==> src/rtl/seg_chk_pkg.sv <==
package seg_chk_pkg;
  localparam int DESC_W  = 64;
  localparam int ADDR_W  = 32;
  localparam int LIMIT_W = 20;
  localparam int PL_W    = 2;
  localparam int KIND_W  = 2;
  localparam int FAULT_W = 3;

  // attribute bit positions inside the descriptor
  localparam int BIT_ACC   = 40;
  localparam int BIT_RW    = 41;
  localparam int BIT_DIRC  = 42;
  localparam int BIT_EXEC  = 43;
  localparam int BIT_SEG   = 44;
  localparam int BIT_DPL   = 45;
  localparam int BIT_PRES  = 47;
  localparam int BIT_LIMHI = 48;
  localparam int BIT_BASEL = 16;
  localparam int BIT_BASEH = 56;
  localparam int LIMLO_W   = 16;
  localparam int LIMHI_W   = LIMIT_W - LIMLO_W;
  localparam int BASEL_W   = 24;
  localparam int BASEH_W   = ADDR_W - BASEL_W;

  typedef enum logic [FAULT_W-1:0] {
    FLT_NONE   = 3'd0,
    FLT_ABSENT = 3'd1,
    FLT_TYPE   = 3'd2,
    FLT_PRIV   = 3'd3,
    FLT_LIMIT  = 3'd4
  } fault_e;

  typedef struct packed {
    logic [ADDR_W-1:0]  base;
    logic [LIMIT_W-1:0] limit;
    logic               present;
    logic [PL_W-1:0]    dpl;
    logic               is_seg;
    logic               exec;
    logic               dir_conf;
    logic               rw_en;
  } seg_fields_t;
endpackage

==> src/rtl/seg_desc_unpack.sv <==
module seg_desc_unpack
  import seg_chk_pkg::*;
(
  input  logic [DESC_W-1:0] desc_i,
  output seg_fields_t       fields_o
);
  always_comb begin
    fields_o.base     = {desc_i[BIT_BASEH +: BASEH_W], desc_i[BIT_BASEL +: BASEL_W]};
    fields_o.limit    = {desc_i[BIT_LIMHI +: LIMHI_W], desc_i[0 +: LIMLO_W]};
    fields_o.present  = desc_i[BIT_PRES];
    fields_o.dpl      = desc_i[BIT_DPL +: PL_W];
    fields_o.is_seg   = desc_i[BIT_SEG];
    fields_o.exec     = desc_i[BIT_EXEC];
    fields_o.dir_conf = desc_i[BIT_DIRC];
    fields_o.rw_en    = desc_i[BIT_RW];
  end
endmodule

==> src/rtl/seg_perm_check.sv <==
module seg_perm_check
  import seg_chk_pkg::*;
(
  input  seg_fields_t       fields_i,
  input  logic [KIND_W-1:0] kind_i,
  input  logic [PL_W-1:0]   cpl_i,
  output logic              type_ok_o,
  output logic              priv_ok_o
);
  logic is_fetch, is_write;

  assign is_fetch = kind_i[1];
  assign is_write = (kind_i == 2'd1);

  always_comb begin
    if (!fields_i.is_seg)
      type_ok_o = 1'b0;
    else if (fields_i.exec)
      type_ok_o = !is_write && (is_fetch || fields_i.rw_en);
    else
      type_ok_o = !is_fetch && (!is_write || fields_i.rw_en);
  end

  always_comb begin
    if (fields_i.exec) begin
      if (fields_i.dir_conf) priv_ok_o = 1'b1;
      else if (is_fetch)     priv_ok_o = (cpl_i == fields_i.dpl);
      else                   priv_ok_o = (cpl_i <= fields_i.dpl);
    end else begin
      priv_ok_o = (cpl_i <= fields_i.dpl);
    end
  end
endmodule

==> src/rtl/seg_limit_check.sv <==
module seg_limit_check
  import seg_chk_pkg::*;
(
  input  logic [ADDR_W-1:0]  offset_i,
  input  logic [LIMIT_W-1:0] limit_i,
  input  logic               expand_down_i,
  output logic               in_bounds_o
);
  logic [ADDR_W-1:0] limit_ext;
  logic              above;

  assign limit_ext   = {{(ADDR_W-LIMIT_W){1'b0}}, limit_i};
  assign above       = offset_i > limit_ext;
  // expand-down: valid window is (limit, all-ones]
  assign in_bounds_o = expand_down_i ? above : !above;
endmodule

==> src/rtl/seg_access_check.sv <==
module seg_access_check
  import seg_chk_pkg::*;
(
  input  logic                clk_i,
  input  logic                rst_ni,
  input  logic                req_valid_i,
  input  logic [DESC_W-1:0]   desc_i,
  input  logic [ADDR_W-1:0]   offset_i,
  input  logic [KIND_W-1:0]   kind_i,
  input  logic [PL_W-1:0]     cpl_i,
  output logic                rsp_valid_o,
  output logic [FAULT_W-1:0]  fault_o,
  output logic [ADDR_W-1:0]   lin_addr_o,
  output logic [DESC_W-1:0]   desc_upd_o
);
  seg_fields_t       fields;
  logic              type_ok, priv_ok, in_bounds;
  fault_e            fault_n;
  logic [ADDR_W-1:0] addr_n;
  logic [DESC_W-1:0] upd_n;

  seg_desc_unpack u_unpack (
    .desc_i   (desc_i),
    .fields_o (fields)
  );

  seg_perm_check u_perm (
    .fields_i  (fields),
    .kind_i    (kind_i),
    .cpl_i     (cpl_i),
    .type_ok_o (type_ok),
    .priv_ok_o (priv_ok)
  );

  seg_limit_check u_limit (
    .offset_i      (offset_i),
    .limit_i       (fields.limit),
    .expand_down_i (!fields.exec && fields.dir_conf),
    .in_bounds_o   (in_bounds)
  );

  // fixed priority: presence, type, privilege, limit
  always_comb begin
    if (!fields.present) fault_n = FLT_ABSENT;
    else if (!type_ok)   fault_n = FLT_TYPE;
    else if (!priv_ok)   fault_n = FLT_PRIV;
    else if (!in_bounds) fault_n = FLT_LIMIT;
    else                 fault_n = FLT_NONE;
  end

  always_comb begin
    addr_n = '0;
    upd_n  = desc_i;
    if (fault_n == FLT_NONE) begin
      addr_n         = fields.base + offset_i;
      upd_n[BIT_ACC] = 1'b1;
    end
  end

  always_ff @(posedge clk_i or negedge rst_ni) begin
    if (!rst_ni) begin
      rsp_valid_o <= 1'b0;
      fault_o     <= '0;
      lin_addr_o  <= '0;
      desc_upd_o  <= '0;
    end else begin
      rsp_valid_o <= req_valid_i;
      if (req_valid_i) begin
        fault_o    <= fault_n;
        lin_addr_o <= addr_n;
        desc_upd_o <= upd_n;
      end
    end
  end

  assert_rsp_follows_req_R1: assert property (@(posedge clk_i) disable iff (!rst_ni)
    req_valid_i |=> rsp_valid_o);
  assert_no_spurious_rsp_R1: assert property (@(posedge clk_i) disable iff (!rst_ni)
    !req_valid_i |=> !rsp_valid_o);
  assert_hold_when_idle_R1: assert property (@(posedge clk_i) disable iff (!rst_ni)
    !req_valid_i |=> $stable(fault_o) && $stable(lin_addr_o) && $stable(desc_upd_o));
  assert_absent_wins_R2: assert property (@(posedge clk_i) disable iff (!rst_ni)
    req_valid_i && !desc_i[BIT_PRES] |=> fault_o == 3'd1);
  assert_system_type_R3: assert property (@(posedge clk_i) disable iff (!rst_ni)
    req_valid_i && desc_i[BIT_PRES] && !desc_i[BIT_SEG] |=> fault_o == 3'd2);
  assert_fault_zero_addr_R9: assert property (@(posedge clk_i) disable iff (!rst_ni)
    rsp_valid_o && fault_o != 3'd0 |-> lin_addr_o == '0);
  assert_upd_other_bits_R10: assert property (@(posedge clk_i) disable iff (!rst_ni)
    req_valid_i |=> desc_upd_o[DESC_W-1:BIT_ACC+1] == $past(desc_i[DESC_W-1:BIT_ACC+1])
                 && desc_upd_o[BIT_ACC-1:0] == $past(desc_i[BIT_ACC-1:0]));
  assert_accessed_set_R10: assert property (@(posedge clk_i) disable iff (!rst_ni)
    rsp_valid_o && fault_o == 3'd0 |-> desc_upd_o[BIT_ACC]);
  assert_fault_range_R11: assert property (@(posedge clk_i) disable iff (!rst_ni)
    rsp_valid_o |-> fault_o <= 3'd4);
endmodule

==> config.mk <==
export PLATFORM = sky130hd
export DESIGN_NAME = seg_access_check
export DESIGN_NICKNAME = d
export VERILOG_FILES = /design/src/rtl/seg_chk_pkg.sv /design/src/rtl/seg_desc_unpack.sv /design/src/rtl/seg_perm_check.sv /design/src/rtl/seg_limit_check.sv /design/src/rtl/seg_access_check.sv
export SDC_FILE = /design/constraint.sdc
export NUM_CORES = 1
export LEC_CHECK = 0
export CAP_MARGIN = 30
export CORE_ASPECT_RATIO = 1.1
export CORE_MARGIN = 2
export CORE_UTILIZATION = 35
export CTS_BUF_LIST = sky130_fd_sc_hd__clkbuf_16
export DETAILED_ROUTE_END_ITERATION = 8
export DONT_BUFFER_PORTS = 1
export GPL_ROUTABILITY_DRIVEN = 1
export PLACE_DENSITY = 0.57
export SKIP_CTS_REPAIR_TIMING = 1
export SLEW_MARGIN = 10
export SYNTH_ARGS = -nofsm -noshare
export SYNTH_HDL_FRONTEND = slang
export SYNTH_SLANG_ARGS = --single-unit
export TNS_END_PERCENT = 10
==> constraint.sdc <==
create_clock -name clk_i -period 1.3 [get_ports clk_i]
set_input_delay 0.26 -clock clk_i [delete_from_list [all_inputs] [get_ports clk_i]]
set_output_delay 0.26 -clock clk_i [all_outputs]
set_load 0.005 [all_outputs]
==> impl_metrics.json <==
{
  "rows": 49,
  "synth-edff-count": 0,
  "num_vias": 4728,
  "overflow": 0,
  "tns_ps": -30800,
  "yosys.cell_types.count": 60,
  "max_slew_margin": 0.711,
  "path_max_fanout": 4,
  "syn_nets": 713,
  "dpl_cell_area_mm2": 0.00702,
  "drtIter0Drc": 185,
  "floorplan.initialDensity": 0.360,
  "postLayoutCellArea_mm2": 0.00762,
  "numClockSinks": 100,
  "rsz0062_at_grt": "yes",
  "yosysTopAreaCellShare": 0.423,
  "required_ps": 1580,
  "grt_max_degree": 101,
  "crit-reg2reg-capture": "lin_addr_o[29]$_DFFE_PN0P_",
  "reg2reg_from": "lin_addr_o[29]$_DFFE_PN0P_",
  "leakage_nw": 3.43,
  "coreArea_mm2": 0.0164,
  "hold_viol": 100,
  "yosys-top-cells-area": "dfrtp_1 42%, mux2_2 12%, ha_1 11%, a22o_1 3.9%, a21oi_1 3.6%",
  "clk_pin_slew_ps": 70,
  "die_h_um": 140,
  "r2r_slack_ps": 250,
  "drcViolationCount": 0,
  "crit_arrival_ps": 2670,
  "synth_area_per_cell_um2": 10.6,
  "first_pass_iters": 5,
  "power_density_mw_per_mm2": 1090,
  "place_ws_ps": -1600,
  "finalSetupViolations": 34,
  "vdd_drop_max_mv": 0.660,
  "worst_pin_slew_ps": 428,
  "synth_seq_cells": 100,
  "htreeDepth": 3,
  "r2r_cells": 2,
  "critPathKind": "in -> reg",
  "cts_tree": "done",
  "finalNetCount": 817,
  "grt_first_pass_wirelength_mm": 26.2,
  "worst_slack_ps": -1090,
  "worstSkewPairLatency_ps": 360,
  "slew_violations": 0,
  "synthFlopType": "dfrtp_1",
  "ys_seq_area_frac": 0.423,
  "ant_nets": 0,
  "hold_class": "in -> async",
  "async_reset_ff_frac": 1.00,
  "fin_crit_sh": 1.84,
  "cts_buffers": 9,
  "synth_area_mm2": 0.00591,
  "grt_usage": 0.188,
  "endpoint_kind": "flip-flop",
  "dp_hpwl_mm": 13.3,
  "startpoint": "desc_i[1]",
  "max_clock_freq_ghz": 0.419,
  "gp_congestion": 0.839,
  "die_w_um": 128,
  "root_buffer": "clkbuf_16",
  "antenna_found_initial": 0,
  "maxCapViolCount": 0,
  "outcome": "finished with violations",
  "die-area_mm2": 0.0180,
  "cp-start-kind": "input port",
  "cts.path.max_buffers": 2,
  "io_buffers": 0,
  "synth_top_cell_by_area": "dfrtp_1",
  "finClkSkew_ps": 0,
  "drive_gt1_frac": 0.363,
  "min_period_ps": 2390,
  "yosysWarnings": 0,
  "io-pin-count": 203,
  "viasPerCell": 5.45,
  "drt_wl_total_mm": 17.1,
  "syn_to_final_growth_pct": 28.8,
  "antenna_cells": 0,
  "routedWlPerCell_um": 19.7,
  "violations": "hold timing, setup timing",
  "timing.hold.ws_ps": -406,
  "grt_pass1_vias": 5052,
  "synthCells": 556
}
cell usage in the layout (no fill, tap or decap), drive strengths merged, types with 7 or more instances in the layout:
master	instances
a21o	8
a21oi	42
a22o	26
buf	110
clkbuf	9
dfrtp	100
ha	53
inv	40
mux2	63
nand2	27
nand3	8
nand4	9
nor2	30
o211ai	7
o21ai	21
xnor2	20
kinds of logic (layout without fill, tap and decap cells):
| logic type | after synthesis | after routing | share of synthesized area |
|---|---|---|---|
| compound gates | 149 | 149 | 0.175 |
| simple gates | 106 | 106 | 0.0895 |
| flops | 100 | 100 | 0.423 |
| mux | 65 | 65 | 0.123 |
| buf+inv | 57 | 165 | 0.0368 |
| fa+ha+maj | 54 | 54 | 0.116 |
| xor+xnor | 25 | 25 | 0.0370 |
cells in the mapped netlist, types with 15 or more instances:
cell and number:
nand2_1 27, a21oi_1 42, a22o_1 26, ha_1 53, nor2_1 30, clkbuf_1 15, dfrtp_1 100, mux2_2 63
xnor2_1 20, inv_1 38, o21ai_0 20
cell type report:
| type | count | area (µm²) |
|---|---|---|
| multi-input combinational | 399 | 3510 |
| tap | 204 | 255 |
| sequential | 100 | 2500 |
| clock buffer | 9 | 225 |
| inverter | 39 | 181 |
| fill | 1514 | 8810 |
| clock inverter | 6 | 90.1 |
| timing repair buffer | 111 | 852 |
stage by stage:
step	std cells	total power, W	utilization	hold slack [ps]
2_1_floorplan	556	0.00465	-	-35.6
4_1_cts	865	0.00827	0.446	-424
5_1_grt	868	0.00873	0.464	-430
3_5_place_dp	850	0.00531	0.427	-33.3
6_report	868	0.00830	0.464	-406
3_3_place_gp	850	0.00526	0.427	-33.3
where the power goes:
part	leakage, nW	switching, W	internal (W)
Sequential	1.24	0.000184	0.00334
Clock	0.157	0.00125	0.00169
Combinational	2.03	0.000822	0.00102
Total	3.43	0.00225	0.00605
per-layer routing:
metal  wire [µm]  global-route usage  share of wire
met2        8440               0.322           0.49
met3        1300              0.0607          0.076
met1        7000               0.217           0.41
met5           0                   0              0
met4         351              0.0706          0.021
worst max-delay path: stages:
cell and delay [ps]:
inv_8 10, ha_4 240, nand4_1 130, or4_4 560, mux2i_1 130, a31oi_1 70
or3_4 350, a21o_4 240, or4_4 530, o2bb2ai_2 120
worst max-delay path by stage:
stage          slack [ps]  depth (start not counted)                          to
2_1_floorplan       -1320                         10  lin_addr_o[25]$_DFFE_PN0P_
3_3_place_gp        -1550                         11  lin_addr_o[20]$_DFFE_PN0P_
3_5_place_dp        -1600                         11  lin_addr_o[30]$_DFFE_PN0P_
4_1_cts             -1270                         11  lin_addr_o[30]$_DFFE_PN0P_
5_1_grt             -1170                         10  lin_addr_o[25]$_DFFE_PN0P_
6_report            -1090                         10  lin_addr_o[25]$_DFFE_PN0P_
registers in the layout (all words and copies together) (netlist names):
register	cells
desc_upd_o	64
lin_addr_o	32
rsp_valid_o	1
fault_o	3
Power figures use the tool's default switching activity.
